===== src/rtl/brunit_pkg.sv =====
package brunit_pkg;
   localparam int unsigned FLD_W   = 4;
   localparam int unsigned INSN_SZ = 4;

   // where a pending branch goes once resolved
   typedef struct packed {
      logic pred_tkn;
      logic ctr_ok;
      logic sense;
   } pend_flags_t;
endpackage


===== src/rtl/brunit_tgt.sv =====
module brunit_tgt #(
   parameter int unsigned AW     = 32,
   parameter int unsigned DISP_W = 24
) (
   input  logic [AW-1:0]     pc,
   input  logic [DISP_W-1:0] disp,
   output logic [AW-1:0]     rel_tgt,
   output logic [AW-1:0]     ret_addr
);
   localparam int unsigned EXT_W = AW - DISP_W - 2;

   logic [AW-1:0] off;

   if (AW < DISP_W + 2) begin : g_bad_width
      $error("brunit_tgt: AW must be at least DISP_W+2");
   end else if (EXT_W == 0) begin : g_noext
      assign off = {disp, 2'b00};
   end else begin : g_ext
      assign off = {{EXT_W{disp[DISP_W-1]}}, disp, 2'b00};
   end

   assign rel_tgt  = pc + off;
   assign ret_addr = pc + AW'(brunit_pkg::INSN_SZ);
endmodule


===== src/rtl/brunit_ctr.sv =====
module brunit_ctr #(
   parameter int unsigned CW = 32
) (
   input  logic          clk,
   input  logic          rst_n,
   input  logic          ld_en,
   input  logic [CW-1:0] ld_val,
   input  logic          dec_en,
   output logic [CW-1:0] ctr_q,
   output logic          dec_nz
);
   if (CW < 2) begin : g_bad_cw
      $error("brunit_ctr: CW must be at least 2");
   end

   logic [CW-1:0] ctr_m1;
   assign ctr_m1 = ctr_q - CW'(1);
   assign dec_nz = (ctr_m1 != '0);

   always_ff @(posedge clk) begin
      if (!rst_n)      ctr_q <= '0;
      else if (ld_en)  ctr_q <= ld_val;
      else if (dec_en) ctr_q <= ctr_m1;
   end


   ctr_dec_chk: assert property (@(posedge clk) disable iff (!rst_n)
      (dec_en && !ld_en) |=> (ctr_q == $past(ctr_q) - CW'(1)));

   ctr_ld_chk: assert property (@(posedge clk) disable iff (!rst_n)
      ld_en |=> (ctr_q == $past(ld_val)));
endmodule


===== src/rtl/brunit_cr.sv =====
module brunit_cr #(
   parameter int unsigned NFLD = 8,
   localparam int unsigned FW    = brunit_pkg::FLD_W,
   localparam int unsigned CRW   = NFLD * FW,
   localparam int unsigned FSEL  = $clog2(NFLD),
   localparam int unsigned IDX_W = $clog2(CRW)
) (
   input  logic             clk,
   input  logic             rst_n,
   input  logic             claim_en,
   input  logic [FSEL-1:0]  claim_fld,
   input  logic             wr_en,
   input  logic [FSEL-1:0]  wr_fld,
   input  logic [FW-1:0]    wr_data,
   input  logic [IDX_W-1:0] rd_idx,
   output logic             rd_bit,
   output logic             rd_pend,
   output logic [CRW-1:0]   cr_q
);
   if (NFLD < 2 || (NFLD & (NFLD - 1)) != 0) begin : g_bad_nfld
      $error("brunit_cr: NFLD must be a power of two, at least 2");
   end

   logic [NFLD-1:0] busy;
   logic [FSEL-1:0] rd_fld;
   logic            wr_hit;

   for (genvar f = 0; f < NFLD; f++) begin : g_fld
      always_ff @(posedge clk) begin
         if (!rst_n) begin
            cr_q[f*FW +: FW] <= '0;
            busy[f]          <= 1'b0;
         end else begin
            if (wr_en && wr_fld == FSEL'(f))
               cr_q[f*FW +: FW] <= wr_data;
            if (claim_en && claim_fld == FSEL'(f))
               busy[f] <= 1'b1;
            else if (wr_en && wr_fld == FSEL'(f))
               busy[f] <= 1'b0;
         end
      end
   end

   assign rd_fld  = rd_idx[IDX_W-1:2];
   assign wr_hit  = wr_en && (wr_fld == rd_fld);
   assign rd_bit  = wr_hit ? wr_data[rd_idx[1:0]] : cr_q[rd_idx];
   assign rd_pend = busy[rd_fld] && !wr_hit;


   cr_claim_chk: assert property (@(posedge clk) disable iff (!rst_n)
      claim_en |=> busy[$past(claim_fld)]);

   cr_wr_chk: assert property (@(posedge clk) disable iff (!rst_n)
      wr_en |=> (cr_q[$past(wr_fld)*FW +: FW] == $past(wr_data)));
endmodule


===== src/rtl/brunit_pend.sv =====
module brunit_pend #(
   parameter int unsigned AW    = 32,
   parameter int unsigned IDX_W = 5,
   localparam int unsigned FSEL = IDX_W - 2,
   localparam int unsigned FW   = brunit_pkg::FLD_W
) (
   input  logic             clk,
   input  logic             rst_n,
   input  logic             cap_en,
   input  logic [IDX_W-1:0] cap_bit,
   input  brunit_pkg::pend_flags_t cap_flags,
   input  logic [AW-1:0]    cap_tgt,
   input  logic [AW-1:0]    cap_fall,
   input  logic             wr_en,
   input  logic [FSEL-1:0]  wr_fld,
   input  logic [FW-1:0]    wr_data,
   output logic             busy,
   output logic             mis,
   output logic [AW-1:0]    mis_addr
);
   logic [IDX_W-1:0]        p_bit;
   brunit_pkg::pend_flags_t p_fl;
   logic [AW-1:0]           p_tgt;
   logic [AW-1:0]           p_fall;
   logic                    hit;
   logic                    actual;

   assign hit    = busy && wr_en && (wr_fld == p_bit[IDX_W-1:2]);
   assign actual = p_fl.ctr_ok && (wr_data[p_bit[1:0]] == p_fl.sense);

   always_ff @(posedge clk) begin
      if (!rst_n) begin
         busy     <= 1'b0;
         mis      <= 1'b0;
         mis_addr <= '0;
         p_bit    <= '0;
         p_fl     <= '0;
         p_tgt    <= '0;
         p_fall   <= '0;
      end else begin
         mis <= hit && (actual != p_fl.pred_tkn);
         if (hit) begin
            busy     <= 1'b0;
            mis_addr <= actual ? p_tgt : p_fall;
         end else if (cap_en) begin
            busy   <= 1'b1;
            p_bit  <= cap_bit;
            p_fl   <= cap_flags;
            p_tgt  <= cap_tgt;
            p_fall <= cap_fall;
         end
      end
   end


   mis_pulse_chk: assert property (@(posedge clk) disable iff (!rst_n)
      mis |=> !mis);

   pend_hold_chk: assert property (@(posedge clk) disable iff (!rst_n)
      (busy && !wr_en) |=> busy);

   mis_free_chk: assert property (@(posedge clk) disable iff (!rst_n)
      mis |-> !busy);
endmodule


===== src/rtl/brunit_top.sv =====
module brunit_top #(
   parameter int unsigned AW     = 32,
   parameter int unsigned DISP_W = 24,
   parameter int unsigned CW     = 32,
   parameter int unsigned NFLD   = 8,
   localparam int unsigned CRW   = NFLD * brunit_pkg::FLD_W,
   localparam int unsigned FSEL  = $clog2(NFLD),
   localparam int unsigned IDX_W = $clog2(CRW)
) (
   input  logic              clk,
   input  logic              rst_n,
   input  logic              br_valid,
   input  logic              br_kill,
   input  logic [AW-1:0]     br_pc,
   input  logic [DISP_W-1:0] br_disp,
   input  logic              br_to_link,
   input  logic              br_use_cond,
   input  logic [IDX_W-1:0]  br_bit,
   input  logic              br_sense,
   input  logic              br_use_ctr,
   input  logic              br_link,
   input  logic              br_hint,
   input  logic              ctr_ld_en,
   input  logic [CW-1:0]     ctr_ld_val,
   input  logic              cr_claim_en,
   input  logic [FSEL-1:0]   cr_claim_fld,
   input  logic              cr_wr_en,
   input  logic [FSEL-1:0]   cr_wr_fld,
   input  logic [brunit_pkg::FLD_W-1:0] cr_wr_data,
   output logic              br_ready,
   output logic              redir_valid,
   output logic [AW-1:0]     redir_addr,
   output logic              alt_hold,
   output logic              mispred,
   output logic [AW-1:0]     mispred_addr,
   output logic [AW-1:0]     lr_q,
   output logic [CW-1:0]     ctr_q,
   output logic [CRW-1:0]    cr_q
);
   logic [AW-1:0] rel_tgt, ret_addr, tgt;
   logic          acc, dec_nz, rd_bit, rd_pend;
   logic          ctr_ok, cond_ok, waits, taken, busy;
   brunit_pkg::pend_flags_t flags;

   brunit_tgt #(.AW(AW), .DISP_W(DISP_W)) u_tgt (
      .pc(br_pc), .disp(br_disp), .rel_tgt(rel_tgt), .ret_addr(ret_addr));

   brunit_ctr #(.CW(CW)) u_ctr (
      .clk(clk), .rst_n(rst_n), .ld_en(ctr_ld_en), .ld_val(ctr_ld_val),
      .dec_en(acc && br_use_ctr), .ctr_q(ctr_q), .dec_nz(dec_nz));

   brunit_cr #(.NFLD(NFLD)) u_cr (
      .clk(clk), .rst_n(rst_n), .claim_en(cr_claim_en),
      .claim_fld(cr_claim_fld), .wr_en(cr_wr_en), .wr_fld(cr_wr_fld),
      .wr_data(cr_wr_data), .rd_idx(br_bit), .rd_bit(rd_bit),
      .rd_pend(rd_pend), .cr_q(cr_q));

   always_comb begin
      acc     = br_valid && br_ready && !br_kill;
      tgt     = br_to_link ? lr_q : rel_tgt;
      ctr_ok  = !br_use_ctr || dec_nz;
      cond_ok = !br_use_cond || (rd_bit == br_sense);
      waits   = br_use_cond && rd_pend;
      taken   = waits ? (ctr_ok && br_hint) : (ctr_ok && cond_ok);
      flags   = '{pred_tkn: ctr_ok && br_hint, ctr_ok: ctr_ok, sense: br_sense};
   end

   brunit_pend #(.AW(AW), .IDX_W(IDX_W)) u_pend (
      .clk(clk), .rst_n(rst_n), .cap_en(acc && waits), .cap_bit(br_bit),
      .cap_flags(flags), .cap_tgt(tgt), .cap_fall(ret_addr),
      .wr_en(cr_wr_en), .wr_fld(cr_wr_fld), .wr_data(cr_wr_data),
      .busy(busy), .mis(mispred), .mis_addr(mispred_addr));

   assign br_ready    = !busy;
   assign alt_hold    = busy;
   assign redir_valid = acc && taken;
   assign redir_addr  = tgt;

   always_ff @(posedge clk) begin
      if (!rst_n)                lr_q <= '0;
      else if (acc && br_link)   lr_q <= ret_addr;
   end


   busy_redir_chk: assert property (@(posedge clk) disable iff (!rst_n)
      !br_ready |-> !redir_valid);

   lr_link_chk: assert property (@(posedge clk) disable iff (!rst_n)
      (br_valid && br_ready && !br_kill && br_link) |=> (lr_q == $past(br_pc) + AW'(4)));

   kill_hold_chk: assert property (@(posedge clk) disable iff (!rst_n)
      (br_kill && !ctr_ld_en) |=> ($stable(lr_q) && $stable(ctr_q)));
endmodule


===== config.mk =====
export PLATFORM = sky130hd
export DESIGN_NAME = brunit_top
export DESIGN_NICKNAME = d
export VERILOG_FILES = /design/src/rtl/brunit_pkg.sv /design/src/rtl/brunit_tgt.sv /design/src/rtl/brunit_ctr.sv /design/src/rtl/brunit_cr.sv /design/src/rtl/brunit_pend.sv /design/src/rtl/brunit_top.sv
export SDC_FILE = /design/constraint.sdc
export NUM_CORES = 1
export LEC_CHECK = 0
export BUFFER_PORTS_ARGS = -buffer_cell sky130_fd_sc_hd__buf_4
export CELL_PAD_IN_SITES_DETAIL_PLACEMENT = 1
export CELL_PAD_IN_SITES_GLOBAL_PLACEMENT = 2
export CORE_MARGIN = 2
export CORE_UTILIZATION = 30
export CTS_CLUSTER_SIZE = 40
export DETAILED_ROUTE_END_ITERATION = 10
export PLACE_DENSITY_LB_ADDON = 0.12
export SLEW_MARGIN = 15
export SYNTH_ARGS = -nofsm -noshare
export SYNTH_HDL_FRONTEND = slang
export SYNTH_HIERARCHICAL = 1
export SYNTH_SLANG_ARGS = --single-unit

===== constraint.sdc =====
create_clock -name clk -period 4.4 [get_ports clk]
set_input_delay 0.88 -clock clk [delete_from_list [all_inputs] [get_ports clk]]
set_output_delay 0.88 -clock clk [all_outputs]
set_load 0.01 [all_outputs]

-- Word-level counts from Yosys, hierarchy flattened
Cells that the tools add are included.
- register bits: 210
- bits of input ports: 116
- output and inout bits: 164
- word-level logic and storage cells: 137
- $add $sub $neg: 3
- $lt $le $gt $ge: 4
- eq/ne operators: 19
- mux-type cells: 30
- bitwise logic cells: 2
- reductions and logical operators: 52
- operator list (cell ; count):
    2-to-1 mux 32 bit ; 4
    adder 32 x 3 -> 32 bit (second input constant) ; 1
    adder 32 bit ; 1
    nonzero test 32 bit ; 1
    subtractor 32 x 1 -> 32 bit (second input constant) ; 1
    logical AND 1 bit ; 31
    equality test 3 bit (second input constant) ; 8
    2-to-1 mux 1 bit ; 22
    nonzero test 2 bit ; 9
    equality test 3 x 2 -> 1 bit (second input constant) ; 4
    equality test 3 x 1 -> 1 bit (second input constant) ; 2
    equality test 3 bit ; 2
    logical NOT 3 bit ; 2
    < comparator 2 x 3 -> 1 bit (second input constant) ; 2
    < comparator 5 x 6 -> 1 bit (second input constant) ; 1
    binary-select mux 1 bit (select 5 bit) ; 1
    logical NOT 1 bit ; 5
    binary-select mux 1 bit (select 2 bit) ; 2
    < comparator 3 x 4 -> 1 bit (second input constant) ; 1
    binary-select mux 1 bit (select 3 bit) ; 1
    equality test 1 bit ; 2
    logical OR 1 bit ; 2
    inverter 1 bit ; 2
    AND reduction 2 bit ; 1
    other kinds (2) ; 2

-- Depth between registers and ports, before layout
Gate-level depths: netlist of the first run.
- depth after elaboration: 8
- gate-level depth with buffers: 12
- gate-level depth less buffers: 12

-- Cells and area by module
Netlist of the first run, hierarchy kept.
- modules (own cells, without submodules) (module ; times used ; cells an instance ; area each (µm²)):
    brunit_pend ; 1 ; 511 ; 4555.6
    brunit_tgt ; 1 ; 333 ; 2376.0
    brunit_cr ; 1 ; 205 ; 2193.4
    brunit_ctr ; 1 ; 269 ; 2169.6
    brunit_top ; 1 ; 189 ; 1655.3

-- Worst setup path before layout of the first run
OpenSTA, ideal clock, no wires.
- path kind: input -> output
- start: input br_pc[2]
- end: output redir_addr[30]
- arrival: 2.917 ns
- setup slack: 0.603 ns
- cell stages on the path: 10
- path buffers: 0
- cell sequence: ha_1 > inv_1 > fa_1 > and2b_1 > o2111ai_2 > a2111oi_2 > o2111ai_1 > o211ai_1 > xor2_1 > mux2_2
- word-level cells in the longest chain between the ends: 2
- ends and longest elaborated chain (element ; line ; source):
    start, declared ; brunit_top.sv:14 ; input logic [AW-1:0] br_pc,
    adder 32 bit ; brunit_tgt.sv:22 ; assign rel_tgt = pc + off;
    named net rel_tgt[30] ; brunit_top.sv:40 ; logic [AW-1:0] rel_tgt, ret_addr, tgt;
    2-to-1 mux 32 bit ; brunit_top.sv:60 ; tgt = br_to_link ? lr_q : rel_tgt;
    end, declared ; brunit_top.sv:32 ; output logic [AW-1:0] redir_addr,
The timed path passes the listed nets, and every way through them passes these cells.

-- Final worst setup path of the first run
Ends and elaborated chain as after synthesis.

==> flow_metrics.py, run 1 <==
metrics = {
    "timing": {
        "post_route_minimum_period_ps": 4270,
        "worst_slew_margin_rel_pct": 42.7,
        "rsz0062_at_grt": "no",
        "min_period_over_period_pct": 97.1,
        "tightestPinTransition_ps": 860,
        "skew_ps": 10.8,
        "final_number_of_max_transition_violations": 0,
        "setup_viol": 0,
        "hold_ws_ps": 465,
        "setup_ws_final_ps": 128,
        "max_freq_ghz": 0.234,
        "finalHoldViolCount": 0,
    },
    "detailed_routing": {
        "drt_first_iter_violations": 553,
        "avgViaCountPerCell": 5.10,
        "detail_route.first_pass.iterations": 7,
        "route.vias.total": 12000,
        "drc": 0,
        "final_antenna_net_count": 0,
        "wl_per_cell_um": 21.0,
        "drt_wl_total_um": 49200,
    },
    "logic_synthesis": {
        "synth_area_sq_um": 12900,
        "synthCells": 1507,
        "synth_seq_area_share_pct": 32.5,
        "synth_top_family_by_area": "simple AND/OR/NAND/NOR gates",
        "synth-async-reset-ratio_pct": 0,
        "synth_fa_ha_area_share_pct": 3.25,
        "yosysWarningCount": 6,
        "post_synth_xor_area_fraction_pct": 6.42,
        "compound_gate_fraction_of_synth_area_pct": 19.0,
        "ys_seq_elements": 210,
        "synth.lib_cells_used.distinct": 94,
        "postSynth.topFlopCell": "sky130_fd_sc_hd__dfxtp_1",
        "post_synth_and_or_nand_nor_area_fraction_pct": 25.3,
        "post_syn_nets": 1656,
        "synth.mux.area_fraction_pct": 7.58,
        "synth_edf_count": 0,
        "syn_avg_cell_area_sq_um": 8.59,
    },
    "layout": {
        "stdcell_area_sq_um": 16400,
        "fin_cells": 2348,
        "antenna-diode-count": 0,
        "final_layout_size_suffix_gt1_share_pct": 29.0,
        "layout.cells.most_common": "sky130_fd_sc_hd__nand2_1",
        "nets": 1890,
        "areaGrowthSynthToFinish_pct": 26.9,
        "layout.cells.most_common_list": "325 x sky130_fd_sc_hd__nand2_1, 311 x sky130_fd_sc_hd__buf_4, 210 x sky130_fd_sc_hd__dfxtp_1, 70 x sky130_fd_sc_hd__a21boi_2",
    },
    "job": {
        "maxCapViolations": 0,
    },
    "critical_path": {
        "cp-start-kind": "input pin",
        "crit_fanout": 3,
        "timing.critical_path.required_ps": 3520,
        "data_arrival_time_at_the_worst_slack_endpoint_ps": 3390,
        "critical_path_class": "input pin to output port",
        "reg2reg_setup_slack_ps": 1600,
        "setup.worst_path.end_class": "output port",
    },
    "clock_tree": {
        "cts_num_sinks": 210,
        "cts_htree_levels": 1,
        "ctsLongestPathBuffers": 3,
        "cts_tree": "yes",
        "clk_latency_ps": 560,
        "clk_pin_slew_worst_paths_ps": 60,
        "ctsRootBufferMaster": "sky130_fd_sc_hd__clkbuf_16",
        "cts_inserted_buffers": 28,
    },
    "floorplanning": {
        "fp-row-count": 76,
        "io-pin-count": 280,
        "effective_utilization_at_floorplan_pct": 30.2,
        "die_width_um": 212,
        "die_height_um": 212,
        "die_ar_sq_um": 44800,
        "fp.coreArea_sq_um": 42900,
    },
    "power": {
        "vdd_ir_drop_max_uv": 259,
        "power_density_nw_per_um2": 339,
        "power.leakage_nw": 6.44,
    },
    "grt": {
        "globalRoute.totalOverflow": 0,
        "grt_start_max_net_pins": 208,
        "first_global_vias": 12400,
        "global_route.usage.total_pct": 21.7,
        "global_route_wire_length_before_repair_um": 75400,
        "grt_antenna_before_repair": 0,
    },
    "placement": {
        "placed_cell_area_sq_um": 15400,
        "post-place-cells": 2295,
        "gpl.final_weighted_congestion": 0.819,
        "dp_worst_setup_slack_ps": -112,
        "place.detailed.hpwl_um": 36400,
        "numPortBuffers": 279,
    },
    "outcome": {
        "outcome": "complete, no violations",
    },
    "min_path": {
        "hold_wc_path_type": "flip-flop to flip-flop",
    },
}
-- registers in the layout, summed over array words and instances (netlist names) --
name / count
u_pend/p_bit: 5
lr_q: 32
u_pend/mis: 1
u_pend/p_tgt: 32
u_cr/cr_q: 32
u_pend/mis_addr: 32
u_pend/p_fl: 3
u_pend/p_fall: 32
u_ctr/ctr_q: 32
u_pend/busy: 1
u_cr/busy: 8
-- cells in the mapped netlist (40+ instances only) --
library cell / n / area [sq um]
sky130_fd_sc_hd__nand2_1: 325 / 1220
sky130_fd_sc_hd__dfxtp_1: 210 / 4200
sky130_fd_sc_hd__a21boi_2: 70 / 788
sky130_fd_sc_hd__nand3_1: 55 / 275
sky130_fd_sc_hd__nand4_1: 55 / 344
sky130_fd_sc_hd__xnor2_1: 53 / 464
sky130_fd_sc_hd__o21ai_0: 52 / 260
sky130_fd_sc_hd__mux2i_1: 49 / 490
sky130_fd_sc_hd__nor2b_1: 48 / 300
sky130_fd_sc_hd__clkbuf_1: 40 / 150
sky130_fd_sc_hd__nor2_1: 40 / 150
sky130_fd_sc_hd__xor2_1: 40 / 350
-- final timing paths --
check                                start                            end  cells after the start
max reg2reg    u_ctr/ctr_q[5]$_SDFFE_PN0P_    u_pend/p_fl[2]$_SDFFE_PN0P_                     10
min reg2reg  u_pend/p_fall[1]$_SDFFE_PN0P_  u_pend/p_fall[1]$_SDFFE_PN0P_                      2
max                               br_pc[2]                 redir_addr[30]                     13
min          u_pend/p_fall[1]$_SDFFE_PN0P_  u_pend/p_fall[1]$_SDFFE_PN0P_                      2
-- routing by layer --
metal / part of all wire [%] / track usage [%] / up-vias
met5: 0 / 0 / -
met4: 2.5 / 5.39 / 0
met3: 5.0 / 4.20 / 54
met2: 49 / 38.0 / 251
met1: 44 / 27.3 / 5895
li1: - / - / 5779
-- power by group --
part | switching (mW) | total (mW) | internal [mW]
clock | 0.916 | 2.51 | 1.60
combinational | 0.583 | 1.05 | 0.466
sequential | 0.0607 | 2.01 | 1.94
total | 1.56 | 5.57 | 4.01
-- metrics by stage --
stage	util (%)	setup TNS, ps	total power [mW]
2_1_floorplan	-	0	2.64
3_5_place_dp	35.8	-337	3.09
6_report	38.3	0	5.57
5_1_grt	38.3	0	5.84
3_3_place_gp	35.8	-244	3.09
4_1_cts	38.2	0	5.66
-- layout make-up --
type | count | area [sq um]
clock buffers | 41 | 831
clock inverters | 11 | 190
fillers | 5108 | 26500
inverters | 17 | 63.8
multi-input cells | 1170 | 8030
flip-flops and latches | 210 | 4200
well taps | 585 | 732
repair buffers | 314 | 2390
-- logic make-up (layout without fill, tap and decap cells) --
logic type | after synthesis | count (layout)
simple gates | 647 | 647
flops | 210 | 210
fa+ha+maj | 33 | 33
xor+xnor | 94 | 94
mux | 88 | 88
buf+inv | 127 | 383
compound gates | 308 | 308
-- what timing repair did --
action / 4_1_cts / 5_1_grt
pin swaps: 2 / 5
setup buffers: 0 / 1
setup endpoints to repair: 6 / 9
hold buffers: 0 / 0
gates resized for setup: 3 / 7
gates cloned: 0 / 0
-- critical path: stages --
cell                        delay (ps)
sky130_fd_sc_hd__buf_4             100
sky130_fd_sc_hd__ha_4              150
sky130_fd_sc_hd__inv_1              50
sky130_fd_sc_hd__fa_2              340
sky130_fd_sc_hd__and2b_2           260
sky130_fd_sc_hd__o2111ai_4         190
sky130_fd_sc_hd__a2111oi_4         400
sky130_fd_sc_hd__buf_4             190
sky130_fd_sc_hd__o2111ai_1         120
sky130_fd_sc_hd__o211ai_1          130
sky130_fd_sc_hd__xor2_1            250
sky130_fd_sc_hd__mux2_4            210
sky130_fd_sc_hd__buf_4             120
No activity file was read; power rests on OpenSTA's default activity.
==> run 2: changes to the inputs <==
- BUFFER_PORTS_ARGS: -buffer_cell sky130_fd_sc_hd__buf_4 -> -buffer_cell sky130_fd_sc_hd__buf_2
- MAX_ROUTING_LAYER: default -> met4
==> run 2 against run 1 <==
Against the previous run:
- first-iteration DRC count shrank 9.8%
- maximum frequency up 0.34%
- clock power shrank 4%
- design area down 4.6%
- via count down 1.6%
- worst setup slack better by 15 ps
- critical path depth stayed put
- highest routed layer unchanged
==> flow_metrics.py, run 2 (synthesis results as in run 1) <==
metrics = {
    "outcome": {
        "outcome": "complete, no violations",
    },
    "critical_path": {
        "crit_buf_inv": 4,
        "start_of_the_worst_register_to_register_path": "u_ctr/ctr_q[19]$_SDFFE_PN0P_",
        "data_arrival_time_at_the_worst_slack_endpoint_ps": 3380,
        "critical-path-top-delay-family": "compound AO/OA/AOI/OAI gates",
        "critical_path_class": "input pin to output port",
        "crit_fanout": 3,
        "timing.critical_path.slowest_stage_cell": "sky130_fd_sc_hd__fa_1",
        "cp-start-kind": "input pin",
        "setup.worst_path.end_class": "output port",
        "critical_path.max_stage_delay_ps": 370,
        "critical_path.cell_chain": "buf_2 -> ha_2 -> inv_1 -> fa_1 -> and2b_2 -> o2111ai_4 -> a2111oi_2 -> buf_4 -> o2111ai_1 -> o211ai_1 -> xor2_1 -> mux2_2 -> buf_2",
        "crit_start": "br_pc[2]",
        "timing.critical_path.required_ps": 3520,
        "cp_common_cell": "sky130_fd_sc_hd__buf_2",
    },
    "clock_tree": {
        "cts_htree_levels": 1,
        "clk_latency_ps": 560,
        "clk_pin_slew_worst_paths_ps": 60,
        "cts-hold-fix-buffers": 0,
        "cts_inserted_buffers": 28,
        "cts_num_sinks": 210,
        "ctsLongestPathBuffers": 3,
        "cts_tree": "yes",
        "ctsRootBufferMaster": "sky130_fd_sc_hd__clkbuf_16",
    },
    "timing": {
        "skew_ps": 16.4,
        "finalHoldViolCount": 0,
        "worst_slew_margin_rel_pct": 33.2,
        "max_freq_ghz": 0.235,
        "min_period_over_period_pct": 96.8,
        "tightestPinTransition_ps": 1000,
        "final_number_of_max_transition_violations": 0,
        "post_route_minimum_period_ps": 4260,
        "setup_viol": 0,
    },
    "detailed_routing": {
        "drc": 0,
        "route.vias.total": 11800,
        "wl_per_cell_um": 20.8,
        "drt_wl_total_um": 49000,
        "drt_first_iter_violations": 499,
        "avgViaCountPerCell": 5.02,
        "final_antenna_net_count": 0,
        "detail_route.first_pass.iterations": 4,
    },
    "layout": {
        "multi_input_area_sq_um": 8020,
        "final_layout_size_suffix_gt1_share_pct": 29.1,
        "layout.cells.most_common": "sky130_fd_sc_hd__nand2_1",
        "seq_area_sq_um": 4200,
        "antenna-diode-count": 0,
        "fillers": 5158,
        "nets": 1892,
        "fin_cells": 2350,
        "layout.cells.most_common_list": "325 x sky130_fd_sc_hd__nand2_1, 277 x sky130_fd_sc_hd__buf_2, 210 x sky130_fd_sc_hd__dfxtp_1, 70 x sky130_fd_sc_hd__a21boi_2",
        "areaGrowthSynthToFinish_pct": 21.1,
    },
    "power": {
        "power.leakage_nw": 6.30,
        "net_switching_fraction_of_the_power_pct": 29.0,
        "power.net_switching_mw": 1.56,
        "power_density_nw_per_um2": 343,
        "seq_power_share_pct": 37.2,
        "vdd_ir_drop_max_uv": 247,
        "clkPwrFrac_pct": 44.6,
        "comb_power_share_pct": 18.2,
        "totalPowerFinal_mw": 5.39,
        "internal_power_mw": 3.82,
    },
    "floorplanning": {
        "die_ar_sq_um": 44800,
        "fp-row-count": 76,
        "effective_utilization_at_floorplan_pct": 30.2,
        "fp.coreArea_sq_um": 42900,
        "die_height_um": 212,
        "die_width_um": 212,
        "io-pin-count": 280,
    },
    "placement": {
        "numPortBuffers": 279,
        "gpl.final_weighted_congestion": 0.840,
        "post-place-cells": 2297,
        "place.detailed.hpwl_um": 36200,
    },
    "grt": {
        "global_route_wire_length_before_repair_um": 74700,
        "global_route.usage.total_pct": 22.2,
        "globalRoute.totalOverflow": 0,
        "first_global_vias": 12300,
        "grt_start_max_net_pins": 153,
        "grt_antenna_before_repair": 0,
    },
    "min_path": {
        "hold_wc_path_type": "flip-flop to flip-flop",
        "min_from": "u_pend/mis_addr[12]$_SDFFE_PN0P_",
    },
    "job": {
        "maxCapViolations": 0,
    },
}
## run 2: path summary, 6_finish.rpt
| check | cells after the start | to | slack [ps] |
|---|---|---|---|
| max reg2reg | 10 | u_pend/p_fl[2]$_SDFFE_PN0P_ | 1580 |
| min reg2reg | 2 | u_pend/mis_addr[12]$_SDFFE_PN0P_ | 460 |
| max | 13 | redir_addr[30] | 140 |
| min | 2 | u_pend/mis_addr[12]$_SDFFE_PN0P_ | 460 |
## run 2: cell type report
class                      count  share of cell area, %
tap                          585                   4.67
inverter                      17                  0.407
clock inverter                 8                  0.774
sequential                   210                   26.8
multi-input combinational   1170                   51.2
timing repair buffer         316                   10.8
clock buffer                  44                   5.37
## run 2: routing by layer
layer | up-vias | GRT usage, % | wire (um)
li1 | 5774 | - | -
met1 | 5724 | 27.5 | 21900
met2 | 241 | 38.0 | 23800
met3 | 50 | 3.41 | 2230
met4 | 0 | 4.88 | 1020
met5 | - | - | 0
## run 2: timing repair
item                                    CTS  global route
hold endpoints to repair                  0             0
gates resized for setup                   4             6
endpoints found under the setup margin    7             8
pin swaps                                 0             2
cloned                                    0             0
setup buffers                             0             1
## run 2: power by group through the flow
| stage | Clock [mW] | Sequential (mW) | Combinational [mW] |
|---|---|---|---|
| after floorplan | 0 | 2.04 | 0.597 |
| final | 2.40 | 2.00 | 0.978 |
| after CTS | 2.47 | 2.00 | 0.982 |
| after detailed placement | 0 | 2.04 | 0.975 |
| after global placement | 0 | 2.04 | 0.969 |
| after global routing | 2.54 | 2.01 | 1.07 |
## run 2: worst min-delay path: cells and delay by family, from the launching register on
| kind | cells | cell delay (ps) |
|---|---|---|
| and+or+nand+nor | 1 | 50 |
| DFF | 1 | 320 |
| AOI/OAI and AO/OA | 1 | 60 |
## run 2: stage by stage
stage                     area [sq um]  utilization (%)  setup TNS, ps  worst slack, ps  hold slack, ps
after floorplan                  12900                -              0              603             440
after global placement           14700             34.2           -116            -67.3             450
after detailed placement         14700             34.2           -193            -64.5             454
after global routing             15700             36.6          -13.7            -7.20             478
after CTS                        15600             36.5              0           0.0475             463
final                            15700             36.6              0              142             461
